[src/rtl/pacer_pkg.sv]
package pacer_pkg;

  // Picoseconds in one unit of the negotiated period code.
  localparam int unsigned STEP_PS = 4000;

  // Slots of the elapsed-time counters.
  localparam int SINCE_RISE = 0;
  localparam int SINCE_FALL = 1;
  localparam int SINCE_LOAD = 2;
  localparam int N_SINCE    = 3;

  localparam logic [7:0] WIN_ASYNC = 8'h00;
  localparam logic [7:0] WIN_UNLIM = 8'hFF;

  // Rounds the period up to whole clock cycles.
  function automatic int unsigned period_to_cycles(input logic [7:0] units,
                                                   input int unsigned clk_ps);
    int unsigned ps;
    ps = {24'd0, units} * STEP_PS;
    return (ps + clk_ps - 1) / clk_ps;
  endfunction

endpackage

[src/rtl/pacer_ack_sync.sv]
module pacer_ack_sync #(
  parameter int STAGES = 2
) (
  input  logic clk,
  input  logic rst_n,
  input  logic ack_async,
  output logic ack_edge
);
  logic [STAGES:0] sync_q;

  always_ff @(posedge clk or negedge rst_n) begin
    if (!rst_n) sync_q <= '0;
    else        sync_q <= {sync_q[STAGES-1:0], ack_async};
  end

  // A rising edge seen after the synchronizer stages.
  assign ack_edge = sync_q[STAGES-1] & ~sync_q[STAGES];

  initial begin
    if (STAGES < 2) $error("pacer_ack_sync needs at least two stages");
  end
endmodule

[src/rtl/pacer_credit.sv]
module pacer_credit
  import pacer_pkg::*;
#(
  parameter int CNT_W = 12
) (
  input  logic             clk,
  input  logic             rst_n,
  input  logic             enable,
  input  logic [7:0]       cfg_offset,
  input  logic             rise_evt,
  input  logic             ack_evt,
  output logic             credit_ok,
  output logic [CNT_W-1:0] cnt,
  output logic             proto_err
);
  localparam logic [CNT_W-1:0] CNT_MAX = '1;

  logic ack_orphan;
  logic ack_take;
  logic [CNT_W-1:0] window;

  assign window     = CNT_W'(cfg_offset);
  assign ack_orphan = ack_evt && (cnt == '0) && !rise_evt;
  assign ack_take   = ack_evt && !ack_orphan;

  always_ff @(posedge clk or negedge rst_n) begin
    if (!rst_n) begin
      cnt       <= '0;
      proto_err <= 1'b0;
    end else if (!enable) begin
      cnt       <= '0;
      proto_err <= 1'b0;
    end else begin
      unique case ({rise_evt, ack_take})
        2'b10:   cnt <= cnt + 1'b1;
        2'b01:   cnt <= cnt - 1'b1;
        default: cnt <= cnt;
      endcase
      if (ack_orphan) proto_err <= 1'b1;
    end
  end

  assign credit_ok = enable && (cfg_offset != WIN_ASYNC) && (cnt != CNT_MAX) &&
                     ((cfg_offset == WIN_UNLIM) || (cnt < window));

  // never more outstanding than the window allows
  p_window_limit_r1: assert property (@(posedge clk) disable iff (!rst_n)
    (enable && cfg_offset != WIN_UNLIM && $stable(cfg_offset)) |-> (cnt <= window));

  // issue and acknowledge in one cycle cancel out
  p_both_hold_r9: assert property (@(posedge clk) disable iff (!rst_n)
    (enable && rise_evt && ack_evt) |=> (cnt == $past(cnt) || !enable));

  // an ACK with nothing outstanding raises the error
  p_orphan_flag_r10: assert property (@(posedge clk) disable iff (!rst_n)
    (enable && ack_evt && cnt == '0 && !rise_evt) |=> (proto_err || $fell(enable)));
endmodule

[src/rtl/pacer_req_timer.sv]
module pacer_req_timer
  import pacer_pkg::*;
#(
  parameter int TW = 8,
  localparam int CW = TW + 1
) (
  input  logic          clk,
  input  logic          rst_n,
  input  logic          enable,
  input  logic          active,
  input  logic [TW-1:0] cfg_assert,
  input  logic [TW-1:0] cfg_negate,
  input  logic [TW-1:0] cfg_setup,
  input  logic [TW-1:0] cfg_hold,
  input  logic [CW-1:0] period_cyc,
  input  logic          credit_ok,
  input  logic          in_valid,
  output logic          in_ready,
  input  logic [7:0]    in_data,
  input  logic          in_last,
  output logic          req,
  output logic [7:0]    db_out,
  output logic          rise_evt,
  output logic          last_issued
);
  localparam logic [CW-1:0] SAT = '1;

  logic [CW-1:0] since_q [N_SINCE];
  logic [N_SINCE-1:0] restart;
  logic [CW-1:0] hold_need;
  logic pending_q, last_pend_q;
  logic take, rise_ok, fall_now;

  assign hold_need = CW'(cfg_setup) + CW'(cfg_hold);

  // Loading a new byte must not disturb the hold window of the last REQ.
  assign in_ready = active && !pending_q && (since_q[SINCE_RISE] >= hold_need);
  assign take     = in_ready && in_valid;

  assign rise_ok  = active && pending_q && !req && credit_ok &&
                    (since_q[SINCE_LOAD] >= CW'(cfg_setup)) &&
                    (since_q[SINCE_RISE] >= period_cyc) &&
                    (since_q[SINCE_FALL] >= CW'(cfg_negate));
  assign fall_now = req && (since_q[SINCE_RISE] >= CW'(cfg_assert));

  always_comb begin
    restart = '0;
    restart[SINCE_RISE] = rise_ok;
    restart[SINCE_FALL] = fall_now;
    restart[SINCE_LOAD] = take;
  end

  // Saturating elapsed-cycle counters, one per tracked event.
  always_ff @(posedge clk or negedge rst_n) begin
    if (!rst_n) begin
      for (int i = 0; i < N_SINCE; i++) since_q[i] <= SAT;
    end else begin
      for (int i = 0; i < N_SINCE; i++) begin
        if (restart[i])           since_q[i] <= CW'(1);
        else if (since_q[i] != SAT) since_q[i] <= since_q[i] + 1'b1;
      end
    end
  end

  always_ff @(posedge clk or negedge rst_n) begin
    if (!rst_n) begin
      req         <= 1'b0;
      pending_q   <= 1'b0;
      last_pend_q <= 1'b0;
      last_issued <= 1'b0;
      db_out      <= '0;
    end else begin
      if (rise_ok)       req <= 1'b1;
      else if (fall_now) req <= 1'b0;

      if (take) begin
        pending_q   <= 1'b1;
        last_pend_q <= in_last;
        db_out      <= in_data;
      end else if (rise_ok || !enable) begin
        pending_q   <= 1'b0;
      end

      if (!enable)                      last_issued <= 1'b0;
      else if (rise_ok && last_pend_q)  last_issued <= 1'b1;
    end
  end

  assign rise_evt = rise_ok;

  // pulse high time is honoured
  p_high_width_r4: assert property (@(posedge clk) disable iff (!rst_n)
    $fell(req) |-> ($past(since_q[SINCE_RISE]) >= CW'($past(cfg_assert))));

  // period and negation spacing before each new rise
  p_rise_spacing_r5: assert property (@(posedge clk) disable iff (!rst_n)
    $rose(req) |-> (($past(since_q[SINCE_RISE]) >= $past(period_cyc)) &&
                    ($past(since_q[SINCE_FALL]) >= CW'($past(cfg_negate)))));

  // data has settled before REQ rises
  p_data_setup_r8: assert property (@(posedge clk) disable iff (!rst_n)
    $rose(req) |-> ($stable(db_out) && ($past(since_q[SINCE_LOAD]) >= CW'($past(cfg_setup)))));

  // data held after REQ rises
  p_data_hold_r8: assert property (@(posedge clk) disable iff (!rst_n)
    !$stable(db_out) |-> ($past(since_q[SINCE_RISE]) >= $past(hold_need)));
endmodule

[src/rtl/sync_req_pacer.sv]
module sync_req_pacer
  import pacer_pkg::*;
#(
  parameter int TW          = 8,
  parameter int CNT_W       = 12,
  parameter int CLK_PS      = 8000,
  parameter int SYNC_STAGES = 2
) (
  input  logic             clk,
  input  logic             rst_n,
  input  logic             enable,
  input  logic [7:0]       cfg_offset,
  input  logic [7:0]       cfg_period,
  input  logic [TW-1:0]    cfg_assert,
  input  logic [TW-1:0]    cfg_negate,
  input  logic [TW-1:0]    cfg_setup,
  input  logic [TW-1:0]    cfg_hold,
  input  logic             in_valid,
  output logic             in_ready,
  input  logic [7:0]       in_data,
  input  logic             in_last,
  input  logic             ack_in,
  output logic             req_out,
  output logic [7:0]       db_out,
  output logic             done,
  output logic [CNT_W-1:0] outstanding,
  output logic             mode_err,
  output logic             proto_err
);
  localparam int CW = TW + 1;
  localparam int unsigned CW_MAX = (32'd1 << CW) - 1;

  function automatic logic [CW-1:0] clamp_cycles(input int unsigned v);
    return (v > CW_MAX) ? '1 : v[CW-1:0];
  endfunction

  logic [CW-1:0] period_cyc;
  logic active, ack_evt, credit_ok, rise_evt, last_issued;

  assign period_cyc = clamp_cycles(period_to_cycles(cfg_period, CLK_PS));
  assign active     = enable && (cfg_offset != WIN_ASYNC);

  always_ff @(posedge clk or negedge rst_n) begin
    if (!rst_n) mode_err <= 1'b0;
    else        mode_err <= enable && (cfg_offset == WIN_ASYNC);
  end

  pacer_ack_sync #(.STAGES(SYNC_STAGES)) u_ack_sync (
    .clk       (clk),
    .rst_n     (rst_n),
    .ack_async (ack_in),
    .ack_edge  (ack_evt)
  );

  pacer_credit #(.CNT_W(CNT_W)) u_credit (
    .clk        (clk),
    .rst_n      (rst_n),
    .enable     (enable),
    .cfg_offset (cfg_offset),
    .rise_evt   (rise_evt),
    .ack_evt    (ack_evt),
    .credit_ok  (credit_ok),
    .cnt        (outstanding),
    .proto_err  (proto_err)
  );

  pacer_req_timer #(.TW(TW)) u_timer (
    .clk         (clk),
    .rst_n       (rst_n),
    .enable      (enable),
    .active      (active),
    .cfg_assert  (cfg_assert),
    .cfg_negate  (cfg_negate),
    .cfg_setup   (cfg_setup),
    .cfg_hold    (cfg_hold),
    .period_cyc  (period_cyc),
    .credit_ok   (credit_ok),
    .in_valid    (in_valid),
    .in_ready    (in_ready),
    .in_data     (in_data),
    .in_last     (in_last),
    .req         (req_out),
    .db_out      (db_out),
    .rise_evt    (rise_evt),
    .last_issued (last_issued)
  );

  assign done = enable && last_issued && (outstanding == '0) && !req_out;

  // asynchronous window blocks all traffic
  p_async_block_r2: assert property (@(posedge clk) disable iff (!rst_n)
    (enable && cfg_offset == WIN_ASYNC) |-> (!in_ready && !rise_evt));

  p_async_flag_r2: assert property (@(posedge clk) disable iff (!rst_n)
    (enable && cfg_offset == WIN_ASYNC) |=> mode_err);

  // completion only with balanced pulses
  p_done_balanced_r7: assert property (@(posedge clk) disable iff (!rst_n)
    done |-> (outstanding == '0 && !req_out));
endmodule

[config.mk]
export PLATFORM = sky130hd
export DESIGN_NAME = sync_req_pacer
export DESIGN_NICKNAME = d
export VERILOG_FILES = /design/src/rtl/pacer_pkg.sv /design/src/rtl/pacer_ack_sync.sv /design/src/rtl/pacer_credit.sv /design/src/rtl/pacer_req_timer.sv /design/src/rtl/sync_req_pacer.sv
export SDC_FILE = /design/constraint.sdc
export NUM_CORES = 1
export LEC_CHECK = 0
export BUFFER_PORTS_ARGS = -buffer_cell sky130_fd_sc_hd__buf_2
export CAP_MARGIN = 20
export CORE_ASPECT_RATIO = 1.1
export CORE_MARGIN = 2
export CORE_UTILIZATION = 40
export CTS_BUF_LIST = sky130_fd_sc_hd__clkbuf_4 sky130_fd_sc_hd__clkbuf_8 sky130_fd_sc_hd__clkbuf_16
export CTS_CLUSTER_DIAMETER = 200
export CTS_CLUSTER_SIZE = 10
export DETAILED_ROUTE_END_ITERATION = 16
export PLACE_DENSITY = 0.57
export SYNTH_ARGS = -nofsm -noshare
export SYNTH_HDL_FRONTEND = slang
export SYNTH_SLANG_ARGS = --single-unit
[constraint.sdc]
create_clock -name clk -period 6.5 [get_ports clk]
set_input_delay 0.65 -clock clk [delete_from_list [all_inputs] [get_ports clk]]
set_output_delay 0.65 -clock clk [all_outputs]
set_load 0.1 [all_outputs]
### Word-level counts from Yosys, hierarchy flattened

Cells that the tools add are included.
Widths: inputs -> output; s select.

* register bits: 56
* input bits: 62
* output and inout bits: 25
* word-level logic and storage cells: 94

* $add $sub $neg: 8
* $mul: 1
* div/mod/pow operators: 1
* order comparisons: 7
* equality and inequality tests: 10
* muxes and demuxes: 17
* bitwise gates (word level): 2
* reduce and logical (&&, ||, !) cells: 36

Operator list (count)
* $mux 9: 7
* $div 32x13->32 const B: 1
* $gt 32x9->1 const B: 1
* $add 9x1->9 const B: 3
* $ge 9x8->1: 3
* $ne 9x9->1 const B: 3
* $pmux 12 s2: 1
* $sub 21x1->22 const B: 1
* $add 20x13->21 const B: 1
* $logic_and 1x1->1: 21
* $ge 9x9->1: 2
* $mul 8x7->15 const B: 1
* $add 12x1->12 const B: 1
* $logic_not 12->1: 1
* $lt 12x8->1: 1
* $mux 12: 1
* $ne 12x12->1 const B: 1
* $sub 12x1->12 const B: 1
* $reduce_bool 2->1: 5
* $add 8x8->9: 1
* $eq 8x8->1 const B: 1
* $logic_not 8->1: 1
* $mux 1: 8
* $reduce_bool 8->1: 1
* other kinds (8): 14

### Depth between registers and ports, before layout

Gate-level depths: netlist (run 1).

* depth after elaboration: 16
* mapped depth: 72
* gate-level depth less buffers: 65

### Hierarchy

Synthesis (run 1) repeated with hierarchy kept, for this count alone.

* cell total of the unflattened synthesis: 1145
* area total of the unflattened synthesis: 9527.9 µm²

By module, submodules not included
* sync_req_pacer: times used 1, cells an instance 642, area an instance 4865.9 µm², sequential area each 25.0 µm²
* pacer_req_timer: times used 1, cells an instance 327, area an instance 3190.6 µm², sequential area each 1009.7 µm²
* pacer_credit: times used 1, cells an instance 172, area an instance 1382.6 µm², sequential area each 325.3 µm²
* pacer_ack_sync: times used 1, cells an instance 4, area an instance 88.8 µm², sequential area each 75.1 µm²

### Worst setup path before layout (run 1)

OpenSTA, ideal clock, no wires.

* path type: input to register
* start point: in cfg_period[0]
* end point: reg u_credit.cnt[11]
* library setup time: 0.119 ns
* arrival: 14.994 ns
* required time: 6.381 ns
* slack: -8.613 ns
* stages on the path: 65
* path buffers: 2
* cell sequence: fa_1 -> xor2_1 -> ha_1 -> fa_1 -> inv_1 -> fa_1 -> inv_1 -> ha_1 -> nor2_1 -> a211oi_2 -> o311a_1 -> or4b_1 -> o311ai_4 -> mux2_4 -> o41a_1 -> a211o_1 -> nor4_4 -> nand3_2 -> [29 not listed] -> nand2b_1 -> a21oi_1 -> a2111oi_0 -> nor3_1 -> ha_1 -> a21o_1 -> a21o_1 -> a21o_1 -> a21oi_1 -> o21bai_1 -> a21oi_1 -> o21bai_1 -> a21oi_1 -> o21bai_1 -> a21oi_1 -> mux2i_1 -> xnor2_1 -> and2_1

* word-level cells in the longest chain between the ends: 16
* elaborated cells on any way between the ends: 18
* those cells by class: 2 x add/sub; 1 x mul; 1 x div; 2 x order compare; 3 x eq/ne; 3 x mux; 6 x reduce/logical

Ends and longest elaborated chain
* from (decl): RTL line sync_req_pacer.sv:13 `input logic [7:0] cfg_period,`
* $mul 8x7->15 *: RTL line pacer_pkg.sv:19 `ps = {24'd0, units} * STEP_PS;`
* $add 20x13->21 *: RTL line pacer_pkg.sv:20 `return (ps + clk_ps - 1) / clk_ps;`
* $sub 21x1->22 *: RTL line pacer_pkg.sv:20
* $div 32x13->32 *: RTL line pacer_pkg.sv:20
* $gt 32x9->1: RTL line sync_req_pacer.sv:34 `return (v > CW_MAX) ? '1 : v[CW-1:0];`
* $mux 9 *: RTL line sync_req_pacer.sv:34
* $ge 9x9->1 *: RTL line pacer_req_timer.sv:42 `(since_q[SINCE_RISE] >= period_cyc) &&`
* $logic_and 1x1->1 *: RTL line pacer_req_timer.sv:41 `(since_q[SINCE_LOAD] >= CW'(cfg_setup)) &&`
* $logic_and 1x1->1 *: RTL line pacer_req_timer.sv:42
* $logic_not 1->1: RTL line pacer_credit.sv:23 `assign ack_orphan = ack_evt && (cnt == '0) && !rise_evt;`
* $logic_and 1x1->1: RTL line pacer_credit.sv:23
* $logic_not 1->1: RTL line pacer_credit.sv:24 `assign ack_take = ack_evt && !ack_orphan;`
* $logic_and 1x1->1: RTL line pacer_credit.sv:24
* $eq 2x1->1 / $eq 2x2->1 (equally long branches): RTL line pacer_credit.sv:34 `unique case ({rise_evt, ack_take})`
* $pmux 12 s2: RTL line pacer_credit.sv:34
* $mux 12: RTL line pacer_credit.sv:30 `end else if (!enable) begin`
* to (signal assigned): RTL line pacer_credit.sv:35 `2'b10: cnt <= cnt + 1'b1;`
* to (signal assigned): RTL line pacer_credit.sv:36 `2'b01: cnt <= cnt - 1'b1;`
* to (signal assigned): RTL line pacer_credit.sv:37 `default: cnt <= cnt;`
* to (decl): RTL line pacer_credit.sv:13 `output logic [CNT_W-1:0] cnt,`

Every way passes the cells marked *; elsewhere a longest branch is shown, timed or not.
A chain may end at the register's enable or synchronous reset.

### Worst setup path after layout (run 1)

* start point: in cfg_period[3]
* end point: reg u_credit.cnt[11]

Same word-level chain as after synthesis.

==> impl_metrics.toml, run 1 <==
[run_status]
outcome = "finished, violations left"
failed_checks = "negative setup slack"

[floorplanning]
die_x_um = 149
die_area_mm2 = 0.0245
io_pins = 87
initial_core_util_pct = 40.7
fp-row-count = 58
core_mm2 = 0.0229
die-height_um = 164

[placement]
dpl.hpwl_um = 21200
portBuffers = 86
place_ws_ns = -7.78
gp_congestion = 0.854

[yosys]
synth_fa_ha_area_share_pct = 20.0
avgSynthCellArea_um2 = 8.13
synth_top_family_by_area = "simple AND/OR/NAND/NOR gates"
synth_top_area_share_pct = 14.9
ys_top_cells_by_area = "ha_1 15%, dfrtp_1 7.8%, dfstp_2 7.6%"
synthXorXnorAreaFrac_pct = 8.27
yosysMostFrequentCell = "ha_1"
synthFlopType = "dfrtp_1"
synthesis.area_mm2 = 0.00931
ys_ff_latch = 56
yosysUniqueCellTypes = 101
ys_warn_count = 0
synth_common_cells = "111 x ha_1, 109 x nor2_1, 85 x inv_1"
synth_compound_area_share_pct = 22.3
async_flop_share_pct = 100
synth_top_cell_by_area = "ha_1"
syn-num-nets = 1340
synthMuxAreaShare_pct = 3.87
ys_seq_area_share_pct = 15.4
synth-edff-count = 0
synthSimpleGateAreaFrac_pct = 24.8
synthCells = 1144

[drt]
wirelength_um = 26000
first_iter_violations = 344
drt_first_pass_iters = 5
ant_nets = 0
vias = 9558
viasPerCell = 5.23
drc = 0
wl_per_cell_um = 14.2

[clock_tree]
cts_made_buffers = 5
clkTransAtPathRegs_ns = 0.07
clock-sinks = 56
ctsHoldBuffers = 0
clockBufferDepth = 2
cts_root_buf = "clkbuf_16"
cts.htree.levels = 2
tritoncts = "done"
clock_latency_ns = 0.30

[worst_setup_path]
cp.depth = 67
critical_path_required_ns = 6.74
crit_slowest_cell = "fa_1"
critPathLaunchType = "input pin"
r2r-start = "u_timer.since_q[0]"
path_buf_inv = 8
crit_end = "u_credit.cnt[11]"
crit_arrival_ns = 13.82
r2r_cells = 32
crit_fanout = 7
criticalPathCategory = "input pin to register"
crit_top_cell = "a21oi_2"
r2r_slack_ns = 1.37
crit_start = "cfg_period[3]"
worstSetupEndpointType = "register"
slowest_delay_ns = 0.54
regToRegEndpoint = "u_credit.cnt[10]"
crit_family = "compound AO/OA/AOI/OAI gates"

[timing]
tightest_slew_ns = 0.748
rsz0062_at_grt = "true"
fmax_ghz = 0.0736
period_share_pct = 209
hold_viol_final = 0
fin_crit_ns = 13.59
slew_headroom_pct = 49.7
drv_slew = 0
skew_ns = 0.0111
setup_viol = 25
layout_setup_ws_ns = -7.09

[job]
max_cap_violations = 0

[global_routing]
grt_usage_pct = 21.1
grt_max_degree = 57
grt_pass1_vias = 9370
grt_overflow = 0
antenna_found_initial = 0
grt_pass1_wl_um = 43400

[finish]
final_layout_size_suffix_gt1_share_pct = 39.1
final_core_util_pct = 57.8
n_antenna_cell = 0
area_growth_pct = 41.9
fin_nets = 1723

[min_path]
worstHoldPathType = "register to register"
==> what timing repair did <==
action,in CTS,in global routing
pin swaps,70,15
buffers inserted,31,11
setup endpoints to repair,25,25
resized for setup,80,29
==> worst register-to-register path, delay by kind of cell, from the launching register on <==
family	cells	cell delay, ns
AOI/OAI and AO/OA	14	1.91
xor gates and xnor gates	1	0.15
adders and majority gates	2	0.61
buffers and inverters	4	0.43
DFF	1	0.58
and+or+nand+nor	11	1.31
==> routing by layer <==
layer  vias up  part of all wire (%)  global-route usage [%]
met5         -                     0                       0
met1      4557                    47                    27.6
li1       4882                     -                       -
met3        17                   1.7                    1.83
met4         0                  0.85                    2.86
met2       102                    51                    38.5
==> kinds of logic after synthesis <==
family	count (synthesis)
flip-flops	56
XOR/XNOR	87
buffers and inverters	122
other	1
AND/OR/NAND/NOR	427
AO/OA/AOI/OAI	282
multiplexers	34
adder cells (fa/ha/maj)	135
==> state kept, by name (all words and copies together), names as in the netlist <==
name / flops
u_timer.last_pend_q: 1
u_credit.cnt: 12
u_timer.since_q: 27
mode_err: 1
u_timer.req: 1
u_timer.last_issued: 1
u_timer.db_out: 8
u_credit.proto_err: 1
u_timer.pending_q: 1
u_ack_sync.sync_q: 3
==> cell usage in the layout, fill, tap and decap left out, types with 37 or more instances in the layout <==
cell | netlist | layout
a21oi_1 | 70 | 57
buf_2 | 5 | 82
buf_4 | 2 | 309
ha_1 | 111 | 106
inv_1 | 85 | 80
nand2_1 | 80 | 77
nor2_1 | 109 | 105
nor2b_1 | 37 | 37
o21ai_0 | 47 | 40
xnor2_1 | 56 | 45
==> metrics by stage <==
step / cells / instance area, µm² / hold slack, ns / TNS [ns]
CTS: 1818 / 13000 / 0.357 / -141.00
global route: 1828 / 13200 / 0.359 / -160.39
detailed placement: 1789 / 12300 / 0.339 / -160.56
global placement: 1789 / 12300 / 0.336 / -155.61
finish: 1828 / 13200 / 0.353 / -144.13
floorplan: 1144 / 9450 / 0.331 / -145.94
==> cell type report <==
type                    instances  area, µm²
clock buffers                   5        125
well taps                     300        375
repair buffers                410       2960
inverters                      88        330
flip-flops and latches         56       1440
clock inverters                 3       27.5
fillers                      2113       9660
multi-input cells             966       7950
==> how the worst min path moves through the flow <==
stage | startpoint | endpoint | cells past startpoint
3_3_place_gp | u_ack_sync.sync_q[0] | u_ack_sync.sync_q[1] | 0
2_1_floorplan | u_ack_sync.sync_q[0] | u_ack_sync.sync_q[1] | 0
6_report | u_ack_sync.sync_q[0] | u_ack_sync.sync_q[1] | 0
5_1_grt | u_ack_sync.sync_q[0] | u_ack_sync.sync_q[1] | 0
3_5_place_dp | u_ack_sync.sync_q[0] | u_ack_sync.sync_q[1] | 0
4_1_cts | u_ack_sync.sync_q[0] | u_ack_sync.sync_q[1] | 0
Power of run 1 is not shown: default switching activity piles up to over one toggle a cycle in this logic, so the estimate is an artifact.
==> inputs of run 2 (changes only) <==
CORE_MARGIN = 10   (was 2)
CORE_UTILIZATION = 62   (was 40)
PLACE_DENSITY = 0.82   (was 0.57)
TNS_END_PERCENT = 30   (was default)
==> run 2 against run 1 <==
Against the previous run: the run now fails in global routing (5_1_grt); area after synthesis unchanged; synthesized cell count unchanged.
==> impl_metrics.toml, run 2 <==
[yosys]
ys_ff_latch = 56
synth_top_cell_by_area = "ha_1"
async_flop_share_pct = 100
yosysUniqueCellTypes = 101
synth_top_area_share_pct = 14.9
synth_common_cells = "111 x ha_1, 109 x nor2_1, 85 x inv_1"
synthFlopType = "dfrtp_1"
ys_warn_count = 0
yosysMostFrequentCell = "ha_1"
avgSynthCellArea_um2 = 8.13
synthCells = 1144
synthesis.area_mm2 = 0.00931
ys_seq_area_share_pct = 15.4
syn-num-nets = 1340
synth-edff-count = 0
ys_top_cells_by_area = "ha_1 15%, dfrtp_1 7.8%, dfstp_2 7.6%"

[timing]
worst_endpoint = "u_credit.cnt[11]$_DFFE_PN0P_/D"
worst-ep-kind = "register data pin"

[placement]
dpl.hpwl_um = 25800
gp_congestion = 0.951
dp.cells = 1683
dpl_cell_area_mm2 = 0.0122
portBuffers = 86

[run_status]
error_line = "[ERROR GRT-0232] Routing congestion too high. Check the congestion heatmap in the GUI."
failing_step = "global routing (5_1_grt)"
outcome = "did not finish"

[floorplanning]
fp-row-count = 46
die-height_um = 148
die_x_um = 137
initial_core_util_pct = 63.9
io_pins = 87

[global_routing]
grt_overflow = 199
grt_usage_pct = 76.0
grt_max_degree = 57

[clock_tree]
cts_root_buf = "clkbuf_16"
cts_made_buffers = 5
clockBufferDepth = 2
cts.htree.levels = 2
clock-sinks = 56
-- run 2: kinds of logic after synthesis --
logic type               synth area share, %
XOR/XNOR                                8.27
AND/OR/NAND/NOR                         24.8
multiplexers                            3.87
adder cells (fa/ha/maj)                 20.0
AO/OA/AOI/OAI                           22.3
flip-flops                              15.4
buffers and inverters                   5.31
other                                 0.0403
-- run 2: repair_timing --
action	CTS
gates resized for setup	87
endpoints found under the setup margin	25
buffers inserted	28
pin swaps	53
hold buffers	0
-- run 2: metrics by stage --
step	worst slack, ns	hold slack [ns]
after floorplan	-7.39	0.331
after global placement	-7.32	0.332
after detailed placement	-8.29	0.335
after CTS	-7.48	0.390
-- run 2: routing by layer --
layer / GRT usage [%] / overflow
met1: 73.1 / 3
met2: 88.0 / 128
met3: 68.0 / 2
met4: 78.8 / 66
met5: 30.9 / 0
==> inputs of run 3 (changes only) <==
CORE_ASPECT_RATIO = default   (was 1.1)
CORE_UTILIZATION = 40   (was 62)
CTS_BUF_LIST = default   (was sky130_fd_sc_hd__clkbuf_4 sky130_fd_sc_hd__clkbuf_8 sky130_fd_sc_hd__clkbuf_16)
CTS_CLUSTER_DIAMETER = default   (was 200)
CTS_CLUSTER_SIZE = default   (was 10)
PLACE_DENSITY = default   (was 0.82)
PLACE_DENSITY_LB_ADDON = 0.15   (was default)
==> run 3 against run 2 <==
Against the previous run: the flow now finishes, with violations (negative setup slack).
==> impl_metrics.toml, run 3 (synthesis results as in run 1) <==
[run_status]
outcome = "finished, violations left"
failed_checks = "negative setup slack"

[clock_tree]
clockBufferDepth = 2
cts_root_buf = "clkbuf_16"
clock-sinks = 56
cts_made_buffers = 5
clock_latency_ns = 0.31
clkTransAtPathRegs_ns = 0.08
tritoncts = "done"
cts.htree.levels = 2

[timing]
slew_headroom_pct = 47.5
holdWs_ns = 0.364
rsz0062_at_grt = "true"
period_share_pct = 212
tightest_slew_ns = 0.786
setup_viol = 25
layout_setup_ws_ns = -7.27
hold_viol_final = 0
skew_ns = 0.0138
fmax_ghz = 0.0726
drv_slew = 0
fin_setup_tns_ns = -146.46
fin_crit_ns = 13.77

[floorplanning]
io_pins = 87
die-height_um = 173
die_x_um = 173
fp-row-count = 55
core_mm2 = 0.0228
initial_core_util_pct = 40.9
die_area_mm2 = 0.0298

[drt]
ant_nets = 0
viasPerCell = 5.15
first_iter_violations = 510
drt_first_pass_iters = 5
wl_per_cell_um = 14.6
vias = 9540
drc = 0
wirelength_um = 27100

[placement]
portBuffers = 86
dpl_cell_area_mm2 = 0.0123
dpl.hpwl_um = 21800
gp_congestion = 0.846

[worst_setup_path]
crit_slowest_cell = "fa_1"
crit_arrival_ns = 13.96
r2r-start = "u_timer.since_q[0]"
regToRegEndpoint = "u_credit.cnt[5]"
slowest_delay_ns = 0.57
crit_top_cell = "buf_4"
criticalPathCategory = "input pin to register"
crit_fanout = 5
r2r_cells = 34
critPathLaunchType = "input pin"
worstSetupEndpointType = "register"
critical_path_required_ns = 6.69
r2r_slack_ns = 1.34

[job]
max_cap_violations = 0

[global_routing]
grt_usage_pct = 17.2
grt_max_degree = 57
grt_pass1_wl_um = 44600
grt_overflow = 0
antenna_found_initial = 0
grt_pass1_vias = 9355

[finish]
n_antenna_cell = 0
largest_reg_flops = 27
fin_nets = 1733
final_cell_mix = "316 x buf_4, 106 x ha_1, 99 x nor2_1"
top_regs = "u_timer.since_q: 27 flops, u_credit.cnt: 12 flops, u_timer.db_out: 8 flops"
area_growth_pct = 43.8
final_common_cell = "buf_4"
regMostFlops = "u_timer.since_q"
n_fill_cell = 2082
final_area_mm2 = 0.0134
final_layout_size_suffix_gt1_share_pct = 40.3

[min_path]
worstHoldPathType = "register to register"
hold_end = "u_ack_sync.sync_q[1]"
hold_depth = 0
hp-start = "u_ack_sync.sync_q[0]"
[run 3: final cells by class]
cell class                 instances  area [µm²]  share of cell area [%]
timing repair buffer             420        3040                    22.7
clock inverter                     3        27.5                   0.206
clock buffer                       5         125                   0.935
tap                              313         392                    2.93
sequential                        56        1440                    10.7
multi-input combinational        966        8040                    60.0
inverter                          88         330                    2.47
[run 3: how the worst max path moves through the flow]
stage	from	to	slack [ns]	cells past startpoint
floorplan	cfg_period[1]	u_credit.cnt[11]	-7.39	66
global placement	cfg_period[1]	u_credit.cnt[11]	-7.37	66
detailed placement	cfg_period[1]	u_credit.cnt[11]	-7.68	64
CTS	cfg_period[0]	u_credit.cnt[11]	-7.08	66
global route	cfg_period[0]	u_credit.cnt[11]	-7.93	69
finish	cfg_period[0]	u_credit.cnt[5]	-7.27	72
[run 3: critical path, delay by kind of cell]
kind / cells / cell delay (ns)
buffers and inverters: 17 / 1.86
AOI/OAI and AO/OA: 29 / 5.23
xor gates and xnor gates: 2 / 0.25
adders and majority gates: 8 / 3.04
muxes: 1 / 0.34
and+or+nand+nor: 15 / 2.60
[run 3: metrics by stage]
stage | setup WS [ns] | cells | util, %
2_1_floorplan | -7.39 | 1144 | -
3_3_place_gp | -7.37 | 1798 | 53.9
3_5_place_dp | -7.68 | 1798 | 53.9
4_1_cts | -7.08 | 1836 | 57.1
5_1_grt | -7.93 | 1851 | 58.8
6_report | -7.27 | 1851 | 58.8
[run 3: metal layers]
layer | share of wire [%] | global-route usage [%] | routed length [µm]
met5 | 0 | 0 | 0
met1 | 46 | 22.6 | 12500
met2 | 50 | 30.2 | 13400
met3 | 3.2 | 2.04 | 879
met4 | 0.87 | 2.17 | 235
[run 3: timing repair]
item                       CTS  global route
pin swaps                   43            32
setup buffers               35            25
cloned                       0             0
hold buffers                 0             0
setup endpoints to repair   25            25
gates resized for setup     76            57
hold endpoints to repair     0             0
Power of run 3 is left out for the same reason.
==> inputs of run 4 (changes only) <==
TNS_END_PERCENT = default   (was 30)
==> run 4 against run 3 <==
Against the previous run: the flow still finishes with violations (negative setup slack); cell count fell by 0.59%; worst setup slack got worse by 0.029 ns; critical path depth shrank 7; non-clock buffer count shrank 11; sequential share of layout area increased by 0.064 points.
==> impl_metrics.toml, run 4 (synthesis results as in run 1) <==
[timing]
fin_crit_ns = 13.80
layout_setup_ws_ns = -7.30
fin_setup_tns_ns = -146.53
slew_headroom_pct = 50.8
fmax_ghz = 0.0725
period_share_pct = 212
rsz0062_at_grt = "true"
skew_ns = 0.0105
hold_viol_final = 0
setup_viol = 25
tightest_slew_ns = 0.737
drv_slew = 0

[global_routing]
grt_usage_pct = 17.4
grt_util_met3_pct = 1.97
use_met1_pct = 22.8
grt_overflow = 0
grt.busiest_layer = "met2"
antenna_found_initial = 0
grt_pass1_vias = 9548
grt_pass1_wl_um = 45600
met2_usage_pct = 30.5
grt_max_degree = 57

[worst_setup_path]
crit_end = "u_credit.cnt[11]"
criticalPathCategory = "input pin to register"
r2r_cells = 31
r2r-start = "u_timer.since_q[0]"
worstSetupEndpointType = "register"
crit_fanout = 6
crit_slowest_cell = "fa_1"
r2r_slack_ns = 1.38
crit_top_cell = "a21oi_2"
crit_start = "cfg_period[1]"
critPathLaunchType = "input pin"
slowest_delay_ns = 0.59
crit_arrival_ns = 13.99
critical_path_required_ns = 6.69
regToRegEndpoint = "u_credit.cnt[10]"

[drt]
wirelength_um = 26700
ant_nets = 0
first_iter_violations = 455
drt_first_pass_iters = 6
vias = 9482
wl_per_cell_um = 14.5
drc = 0
viasPerCell = 5.15

[clock_tree]
clockBufferDepth = 2
clkTransAtPathRegs_ns = 0.08
cts_made_buffers = 5
clock_latency_ns = 0.30
ctsHoldBuffers = 0
cts_root_buf = "clkbuf_16"
cts.htree.levels = 2
clock-sinks = 56
tritoncts = "done"

[finish]
regMostFlops = "u_timer.since_q"
top_regs = "u_timer.since_q: 27 flops, u_credit.cnt: 12 flops, u_timer.db_out: 8 flops"
fin_nets = 1722
final_cell_mix = "308 x buf_4, 106 x ha_1, 91 x nor2_1"
area_growth_pct = 43.0
final_layout_size_suffix_gt1_share_pct = 41.0
stdcell_count = 1840
largest_reg_flops = 27
final_common_cell = "buf_4"
n_antenna_cell = 0

[run_status]
outcome = "finished, violations left"
failed_checks = "negative setup slack"

[floorplanning]
die_x_um = 173
fp-row-count = 55
die_area_mm2 = 0.0298
initial_core_util_pct = 40.9
core_mm2 = 0.0228
io_pins = 87
die-height_um = 173

[placement]
gp_congestion = 0.900
portBuffers = 86
dpl.hpwl_um = 21700
dp.cells = 1802

[min_path]
worstHoldPathType = "register to register"

[job]
max_cap_violations = 0
run 4: cell types whose count changed in the layout (fill, tap and decap cells not counted), moves of 2 or more:
cell,before,now
a21oi_2,17,25
o21ai_0,40,42
a211oi_1,7,9
o21ai_1,14,11
buf_4,316,308
a21oi_1,55,46
nor2_2,7,14
o22ai_2,0,2
buf_6,17,15
nor2_1,99,91
run 4: area by class of cell:
cell class	instances	area, µm²
fill	2074	9470
multi-input combinational	966	8060
timing repair buffer	409	2940
sequential	56	1440
tap	313	392
inverter	88	330
clock buffer	5	125
clock inverter	3	26.3
run 4: how the worst min path moves through the flow:
stage	start	end	slack, ns	cells past startpoint
final	u_ack_sync.sync_q[0]	u_ack_sync.sync_q[1]	0.36	0
after detailed placement	u_ack_sync.sync_q[0]	u_ack_sync.sync_q[1]	0.34	0
after floorplan	u_ack_sync.sync_q[0]	u_ack_sync.sync_q[1]	0.33	0
after global routing	u_ack_sync.sync_q[0]	u_ack_sync.sync_q[1]	0.36	0
after CTS	u_ack_sync.sync_q[0]	u_ack_sync.sync_q[1]	0.36	0
after global placement	u_ack_sync.sync_q[0]	u_ack_sync.sync_q[1]	0.34	0
run 4: timing repair:
action	in CTS	in global routing
pin swaps	54	71
buffers inserted	38	19
endpoints found under the setup margin	25	25
resized for setup	86	55
run 4: metal layers:
metal  routed length, µm  vias to the layer above
met1               12700                     4447
met3                 648                       19
met4                 238                        0
met2               13100                      124
li1                    -                     4892
met5                   0                        -
run 4: through the flow:
stage	area, µm²	hold WS (ns)	worst slack (ns)	util [%]
after floorplan	9450	0.331	-7.39	-
after global placement	12300	0.342	-7.49	54.0
after detailed placement	12300	0.342	-7.70	54.0
after CTS	13100	0.359	-6.94	57.5
after global routing	13300	0.365	-8.09	58.4
final	13300	0.360	-7.30	58.4
run 4: worst max-delay path: cells and delay by family:
kind | cells | cell delay (ns)
AOI/OAI and AO/OA | 31 | 5.54
and+or+nand+nor | 16 | 3.17
adders and majority gates | 8 | 3.03
muxes | 3 | 0.86
buffers and inverters | 5 | 0.46
xor gates and xnor gates | 2 | 0.26
Power of run 4 is left out for the same reason.
